### config.mk
export PLATFORM = sky130hd
export DESIGN_NAME = rdout_pipe
export DESIGN_NICKNAME = d
export VERILOG_FILES = /design/src/rtl/rdout_pkg.sv /design/src/rtl/rdout_op_pipe.sv /design/src/rtl/rdout_data_path.sv /design/src/rtl/rdout_drive_ctl.sv /design/src/rtl/rdout_pipe.sv
export SDC_FILE = /design/constraint.sdc
export NUM_CORES = 1
export LEC_CHECK = 0
export BUFFER_PORTS_ARGS = -buffer_cell sky130_fd_sc_hd__buf_2
export CORE_MARGIN = 3
export CORE_UTILIZATION = 50
export CTS_CLUSTER_DIAMETER = 60
export DETAILED_ROUTE_END_ITERATION = 8
export GPL_TIMING_DRIVEN = 0
export PLACE_DENSITY = 0.78
export RECOVER_POWER = 100
export SYNTH_ARGS = -nofsm -noshare
export SYNTH_HDL_FRONTEND = slang
export SYNTH_SLANG_ARGS = --single-unit
### constraint.sdc
create_clock -name clk -period 1.65 [get_ports clk]
set_input_delay 0 -clock clk [delete_from_list [all_inputs] [get_ports clk]]
set_output_delay 0 -clock clk [all_outputs]
set_load 0.05 [all_outputs]
### src/rtl/rdout_pkg.sv
package rdout_pkg;

  typedef enum logic [1:0] {
    OP_IDLE  = 2'd0,
    OP_READ  = 2'd1,
    OP_WRITE = 2'd2,
    OP_SPARE = 2'd3
  } op_e;

  // Map a raw command to an operation; the spare code folds into deselect.
  function automatic op_e op_decode(input logic [1:0] raw);
    case (raw)
      2'd1:    return OP_READ;
      2'd2:    return OP_WRITE;
      default: return OP_IDLE;
    endcase
  endfunction

  function automatic logic op_drives(input op_e op);
    return op == OP_READ;
  endfunction

  function automatic logic op_releases(input op_e op);
    return op == OP_IDLE;
  endfunction

  // Selected state of the bus for one cycle.
  // cap  : operation in the capture stage (array read this cycle)
  // held : operation one stage further on (output register stage)
  function automatic logic drive_window(input logic pipe, input logic dcd,
                                        input op_e cap, input op_e held);
    if (!pipe) return op_drives(cap);
    if (dcd)   return op_drives(held);
    return op_drives(held) && !op_releases(cap);
  endfunction

endpackage

### src/rtl/rdout_op_pipe.sv
module rdout_op_pipe
  import rdout_pkg::*;
#(
  parameter int unsigned DEPTH = 2
) (
  input  logic clk,
  input  logic rst_n,
  input  op_e  op_in,
  output op_e  op_stage [DEPTH]
);

  op_e op_q [DEPTH];

  for (genvar g = 0; g < DEPTH; g++) begin : g_stage
    if (g == 0) begin : g_head
      always_ff @(posedge clk or negedge rst_n) begin
        if (!rst_n) op_q[g] <= OP_IDLE;
        else        op_q[g] <= op_in;
      end
    end else begin : g_tail
      always_ff @(posedge clk or negedge rst_n) begin
        if (!rst_n) op_q[g] <= OP_IDLE;
        else        op_q[g] <= op_q[g-1];
      end
    end
    assign op_stage[g] = op_q[g];
  end

endmodule

### src/rtl/rdout_data_path.sv
module rdout_data_path #(
  parameter int unsigned DATA_W = 72
) (
  input  logic              clk,
  input  logic              rst_n,
  input  logic              cfg_pipe,
  input  logic              load,
  input  logic [DATA_W-1:0] arr_rdata,
  output logic [DATA_W-1:0] dq
);

  logic [DATA_W-1:0] out_q;

  always_ff @(posedge clk or negedge rst_n) begin
    if (!rst_n)    out_q <= '0;
    else if (load) out_q <= arr_rdata;
  end

  assign dq = cfg_pipe ? out_q : arr_rdata;

endmodule

### src/rtl/rdout_drive_ctl.sv
module rdout_drive_ctl
  import rdout_pkg::*;
(
  input  logic cfg_pipe,
  input  logic cfg_dcd,
  input  logic oe_n,
  input  op_e  op_cap,
  input  op_e  op_held,
  output logic selected,
  output logic bus_oe
);

  assign selected = drive_window(cfg_pipe, cfg_dcd, op_cap, op_held);
  assign bus_oe   = selected & ~oe_n;

endmodule

### src/rtl/rdout_pipe.sv
module rdout_pipe
  import rdout_pkg::*;
#(
  parameter int unsigned DATA_W = 72
) (
  input  logic              clk,
  input  logic              rst_n,
  input  logic              cfg_pipe,
  input  logic              cfg_dcd,
  input  logic              oe_n,
  input  logic [1:0]        cmd_i,
  input  logic [DATA_W-1:0] arr_rdata,
  output logic [DATA_W-1:0] dq_out,
  output logic              dq_oe
);

  localparam int unsigned CAP_STG  = 0;
  localparam int unsigned HELD_STG = CAP_STG + 1;
  localparam int unsigned STAGES   = HELD_STG + 1;

  op_e op_in;
  op_e op_stage [STAGES];
  op_e op_cap;
  op_e op_held;
  logic cap_is_read;
  logic bus_selected;

  assign op_in       = op_decode(cmd_i);
  assign op_cap      = op_stage[CAP_STG];
  assign op_held     = op_stage[HELD_STG];
  assign cap_is_read = op_drives(op_cap);

  rdout_op_pipe #(.DEPTH(STAGES)) u_ops (
    .clk      (clk),
    .rst_n    (rst_n),
    .op_in    (op_in),
    .op_stage (op_stage)
  );

  rdout_data_path #(.DATA_W(DATA_W)) u_data (
    .clk       (clk),
    .rst_n     (rst_n),
    .cfg_pipe  (cfg_pipe),
    .load      (cap_is_read),
    .arr_rdata (arr_rdata),
    .dq        (dq_out)
  );

  rdout_drive_ctl u_drive (
    .cfg_pipe (cfg_pipe),
    .cfg_dcd  (cfg_dcd),
    .oe_n     (oe_n),
    .op_cap   (op_cap),
    .op_held  (op_held),
    .selected (bus_selected),
    .bus_oe   (dq_oe)
  );

endmodule

# After elaboration in Yosys (flattened, before gate mapping)
# Index checks and enable logic that the tools add are counted.
# op_classes
add_sub_neg	0
eq_ne	4
n_mux	8
n_reduce_logical	3
n_shift	0
mul	0
div_mod_pow	0
magnitude_cmp	0
n_bitwise	2
# op_table
operator	count
$mux W72	1
$eq A2 B1 Y1 const B	3
$mux W1	6
$pmux W2 S2	1
$eq A2 B2 Y1 const B	1
$logic_not A2 Y1	1
$and A1 B1 Y1	1
$logic_and A1 B1 Y1	1
$logic_not A1 Y1	1
$not A1 Y1	1
# word_totals
ff_bits	76
mem_bits_ro	0
n_memories	0
ram_bits	0
latchBits	0

# Logic depth before layout (Yosys ltp)
# logic_depth
word_depth	6
mapped_depth	4

# Cells and area by module
# From an unflattened synthesis, not the netlist that was laid out.
# hier_totals
cells_unflattened	246
hier_area_um2	4413.0
# modules_own_cells
mod	n_inst	cells_each	area_each_um2
rdout_data_path	1	232	4251.6
rdout_op_pipe	1	4	100.1
rdout_drive_ctl	1	7	40.0
rdout_pipe	1	3	21.3

# Least setup slack after synthesis
# No wires, ideal clock.
# synth_path
path_type	register to output
start	register u_ops.op_q, in the netlist u_ops.op_stage[2]
end	output dq_oe
n_path_buf	0
slack_ps	-260
t_required_ps	1650
arrival_time_ps	1910
path_stages_with_launch	3
cell_sequence	dfrtp_1 or3b_1 a211oi_1
# synth_between
elab_chain_len	6
word_cells_on_any_way	9
classes_between	eq/ne (1); mux (4); bitwise (1); reduce/logical (3)
# synth_rtl
item	line	text
start: declaration	rdout_op_pipe.sv:12	op_e op_q [DEPTH];
start signal: indexed assignment	rdout_op_pipe.sv:18	else op_q[g] <= op_in;
$eq A2 B1 Y1 or $logic_not A2 Y1 (tied branches)	rdout_pkg.sv:20, rdout_pkg.sv:24	
$mux W1 or $logic_not A1 Y1 (tied branches)	rdout_pkg.sv:32, rdout_pkg.sv:34	
$mux W1 or $logic_and A1 B1 Y1 (tied branches)	rdout_pkg.sv:33, rdout_pkg.sv:34	
$mux W1	rdout_pkg.sv:34	return op_drives(held) && !op_releases(cap);
$mux W1 *	rdout_pkg.sv:33	if (dcd) return op_drives(held);
$and A1 B1 Y1 *	rdout_drive_ctl.sv:14	assign bus_oe = selected & ~oe_n;
end: declaration	rdout_pipe.sv:14	output logic dq_oe
# Mark *: on every way between the ends. The rest lies on a longest branch, timed or not. The select of a mux whose other input is x is not followed.

# Worst setup path after layout
# layout_path
start	register u_ops.op_q, in the netlist u_ops.op_stage[3]
end	output dq_oe
# Same word-level chain as after synthesis.

==> impl_metrics.csv <==
group,metric,value,unit
outcome,status,"completed",
timing,post-route-period-util,0.943,
critical_path,cp_data_required_time,1.65,ns
logic_synthesis,synth_top_area_frac,0.470,
die,die-area,0.00921,mm^2
final_layout,seq_area,0.00190,mm^2
power,powerDensity,1100,mW/mm^2
critical_path,crit_path_cell_trace,"or3b_1 -> a211oi_2 -> clkbuf_4",
routing,via_count,2919,
logic_synthesis,synth.most_common_cell,"dfrtp_1",
global_route,grt_max_degree,62,
power,p_leak,2.45,nW
final_layout,diodes,0,
cts,cts.sinks,76,
routing,drc,0,
routing,drt_pre_antenna_iters,4,
place,dpl_cell_area,0.00496,mm^2
die,rows,32,
logic_synthesis,synthesis.area,0.00405,mm^2
logic_synthesis,ys_warn_count,0,
timing,tns,0,ns
logic_synthesis,synthTopCellsByCount,"dfrtp_1 (76), mux2_2 (74), mux2_4 (70)",
cts,numCtsBuffers,9,
logic_synthesis,syn_area_per_cell,16.7,um^2
routing,wl_per_cell,16.0,um
routing,finalWirelength,9390,um
critical_path,arrival,1.56,ns
power,p_total,6.09,mW
critical_path,endpoint_kind,"output pin",
global_route,antenna_found_initial,0,
cts,h-tree-depth,3,
final_layout,area_growth,36.5,%
critical_path,cpPeakStageDelay,0.40,ns
cts,cts_root_buffer,"clkbuf_8",
cts,cts_buffer_depth,2,
logic_synthesis,yosysTopAreaCell,"dfrtp_1",
critical_path,crit_start,"u_ops.op_stage[3]",
logic_synthesis,yosysSeqAreaShare,0.470,
timing,max_freq,643,MHz
critical_path,critical_path_buf_inv_count,1,
run,maxCapViolations,0,
final_layout,multi_input_area,0.00171,mm^2
timing,slew_viol_final,0,
timing,rsz0062_at_grt,"no",
critical_path,start_kind,"register",
logic_synthesis,ys_types,12,
global_route,track_usage,0.211,
die,die_w,96.0,um
die,ioPinCount,152,
logic_synthesis,synth_edf_count,0,
final_layout,fin_cells,588,
routing,ant_nets,0,
critical_path,cp_top_family,"flip-flops",
critical_path,cp-endpoint,"dq_oe",
timing,max-slew-margin-rel,0.451,
die,start_util,0.518,
final_layout,fillers,616,
final_layout,design_area,0.00552,mm^2
timing,setup_violations,0,
global_route,first_global_vias,3191,
cts,cts.clk_slew.worst_paths,0.08,ns
routing,drt_iter0_drc,43,
critical_path,r2r_start,"u_ops.op_stage[3]",
logic_synthesis,async_flop_share,1.00,
global_route,grt_pass1_wl,15100,um
logic_synthesis,synthCells,243,
cts,cts_setup_buffers,0,
timing,hold_viol_final,0,
timing,finalCriticalPeriod,1.56,ns
timing,finClkSkew,0.00747,ns
final_layout,final_nets,561,
die,coreArea,0.00781,mm^2
cts,clk_latency,0.33,ns
logic_synthesis,ys_seq_elements,76,
place,dp.cells,497,
logic_synthesis,ys.flop_type,"dfrtp_1",
critical_path,worstRegToRegCells,4,
place,port_buffers,151,
global_route,overflow,0,
place,dp_hpwl,6040,um
timing,worst_slew_pin_slew,0.823,ns
logic_synthesis,syn-num-nets,322,
critical_path,criticalPathCategory,"reg -> out",
worst_hold_path,hold_path.class,"in -> async",
routing,via_per_inst,4.96,
critical_path,reg2reg_to,"u_data.out_q[24]",
place,place_congestion,0.729,
critical_path,path_depth,3,
logic_synthesis,ys_top_cells_by_area,"dfrtp_1 (47%), mux2_4 (26%), mux2_2 (21%), buf_12 (4.0%), buf_2 (0.74%)",
cts,cts_tree,"yes",
final_layout,drive_gt1_frac,0.407,
power,irDropWorstVdd,515,uV
critical_path,cp_slowest_cell,"dfrtp_1",
die,fp.dieH,96.0,um
critical_path,crit_fanout,4,
critical_path,rrSetupSlack,0.20,ns
## sequential cells by signal, indices dropped and copies added (netlist names)
| name | cells |
|---|---|
| u_ops.op_stage | 4 |
| u_data.out_q | 72 |
## worst reg2reg max path: cells and delay by family, from the launching register on
kind	cells	cell delay (ns)
buffers and inverters	2	0.38
multiplexers	1	0.37
AND/OR/NAND/NOR	1	0.18
flip-flops	1	0.40
## power by group
part | internal [mW] | total (mW) | switching [mW]
Clock | 1.04 | 1.69 | 0.653
Sequential | 2.18 | 2.34 | 0.165
Combinational | 0.722 | 2.05 | 1.33
## how the worst min path moves through the flow
stage              from           endpoint  slack [ns]  cells after the start
2_1_floorplan     rst_n    u_data.out_q[0]       -0.30                      0
3_3_place_gp   cmd_i[0]  u_ops.op_stage[3]        0.17                      2
3_5_place_dp      rst_n   u_data.out_q[18]       -0.12                      1
4_1_cts           rst_n   u_data.out_q[36]        0.05                      2
5_1_grt            oe_n              dq_oe        0.33                      3
6_report          rst_n   u_data.out_q[18]        0.27                      2
## timing repair
| action | 4_1_cts | 5_1_grt |
|---|---|---|
| endpoints found under the hold margin | 150 | 0 |
| hold buffers | 76 | 0 |
| endpoints found under the setup margin | 0 | 1 |
| resized for setup | 0 | 1 |
## through the flow
step | setup WS [ns] | hold slack (ns) | util
2_1_floorplan | 0.179 | -0.296 | -
3_3_place_gp | 0.0687 | 0.166 | 0.632
3_5_place_dp | 0.375 | -0.120 | 0.636
4_1_cts | 0.00393 | 0.0493 | 0.764
5_1_grt | 0.0455 | 0.334 | 0.707
6_report | 0.0947 | 0.272 | 0.707
## routing by layer
| layer | vias up | routed length (um) | global-route usage | share of wire |
|---|---|---|---|---|
| met4 | 0 | 275 | 0.0889 | 0.029 |
| met1 | 1442 | 3640 | 0.251 | 0.39 |
| li1 | 1364 | - | - | - |
| met5 | - | 0 | 0 | 0 |
| met3 | 25 | 395 | 0.0375 | 0.042 |
| met2 | 88 | 5080 | 0.375 | 0.54 |
## cell type report
class | instances | share of cell area
well taps | 102 | 0.0231
multi-input cells | 151 | 0.309
plain buffers | 16 | 0.0179
clock buffers | 11 | 0.0256
repair buffers | 228 | 0.262
flip-flops and latches | 76 | 0.344
clock inverters | 4 | 0.0177
## cells by family after synthesis
kind of cell | Yosys count | share of synthesized area
compound gates | 1 | 0.00186
flops | 76 | 0.470
mux | 144 | 0.466
simple gates | 6 | 0.0117
buf+inv | 16 | 0.0507
## layout by cell type, fill, tap and decap left out
cell / n
a211oi_2: 1
buf_12: 1
buf_2: 82
buf_4: 2
buf_6: 1
bufinv_16: 3
clkbuf_1: 68
clkbuf_2: 14
clkbuf_4: 1
clkbuf_8: 10
clkinvlp_4: 1
dfrtp_1: 76
dlygate4sd3_1: 76
mux2_1: 62
mux2_2: 73
mux2_4: 9
nand2b_1: 1
nand3b_1: 1
nor2b_1: 2
nor3_1: 1
or3b_1: 1
No activity file was read; power rests on OpenSTA's default activity.
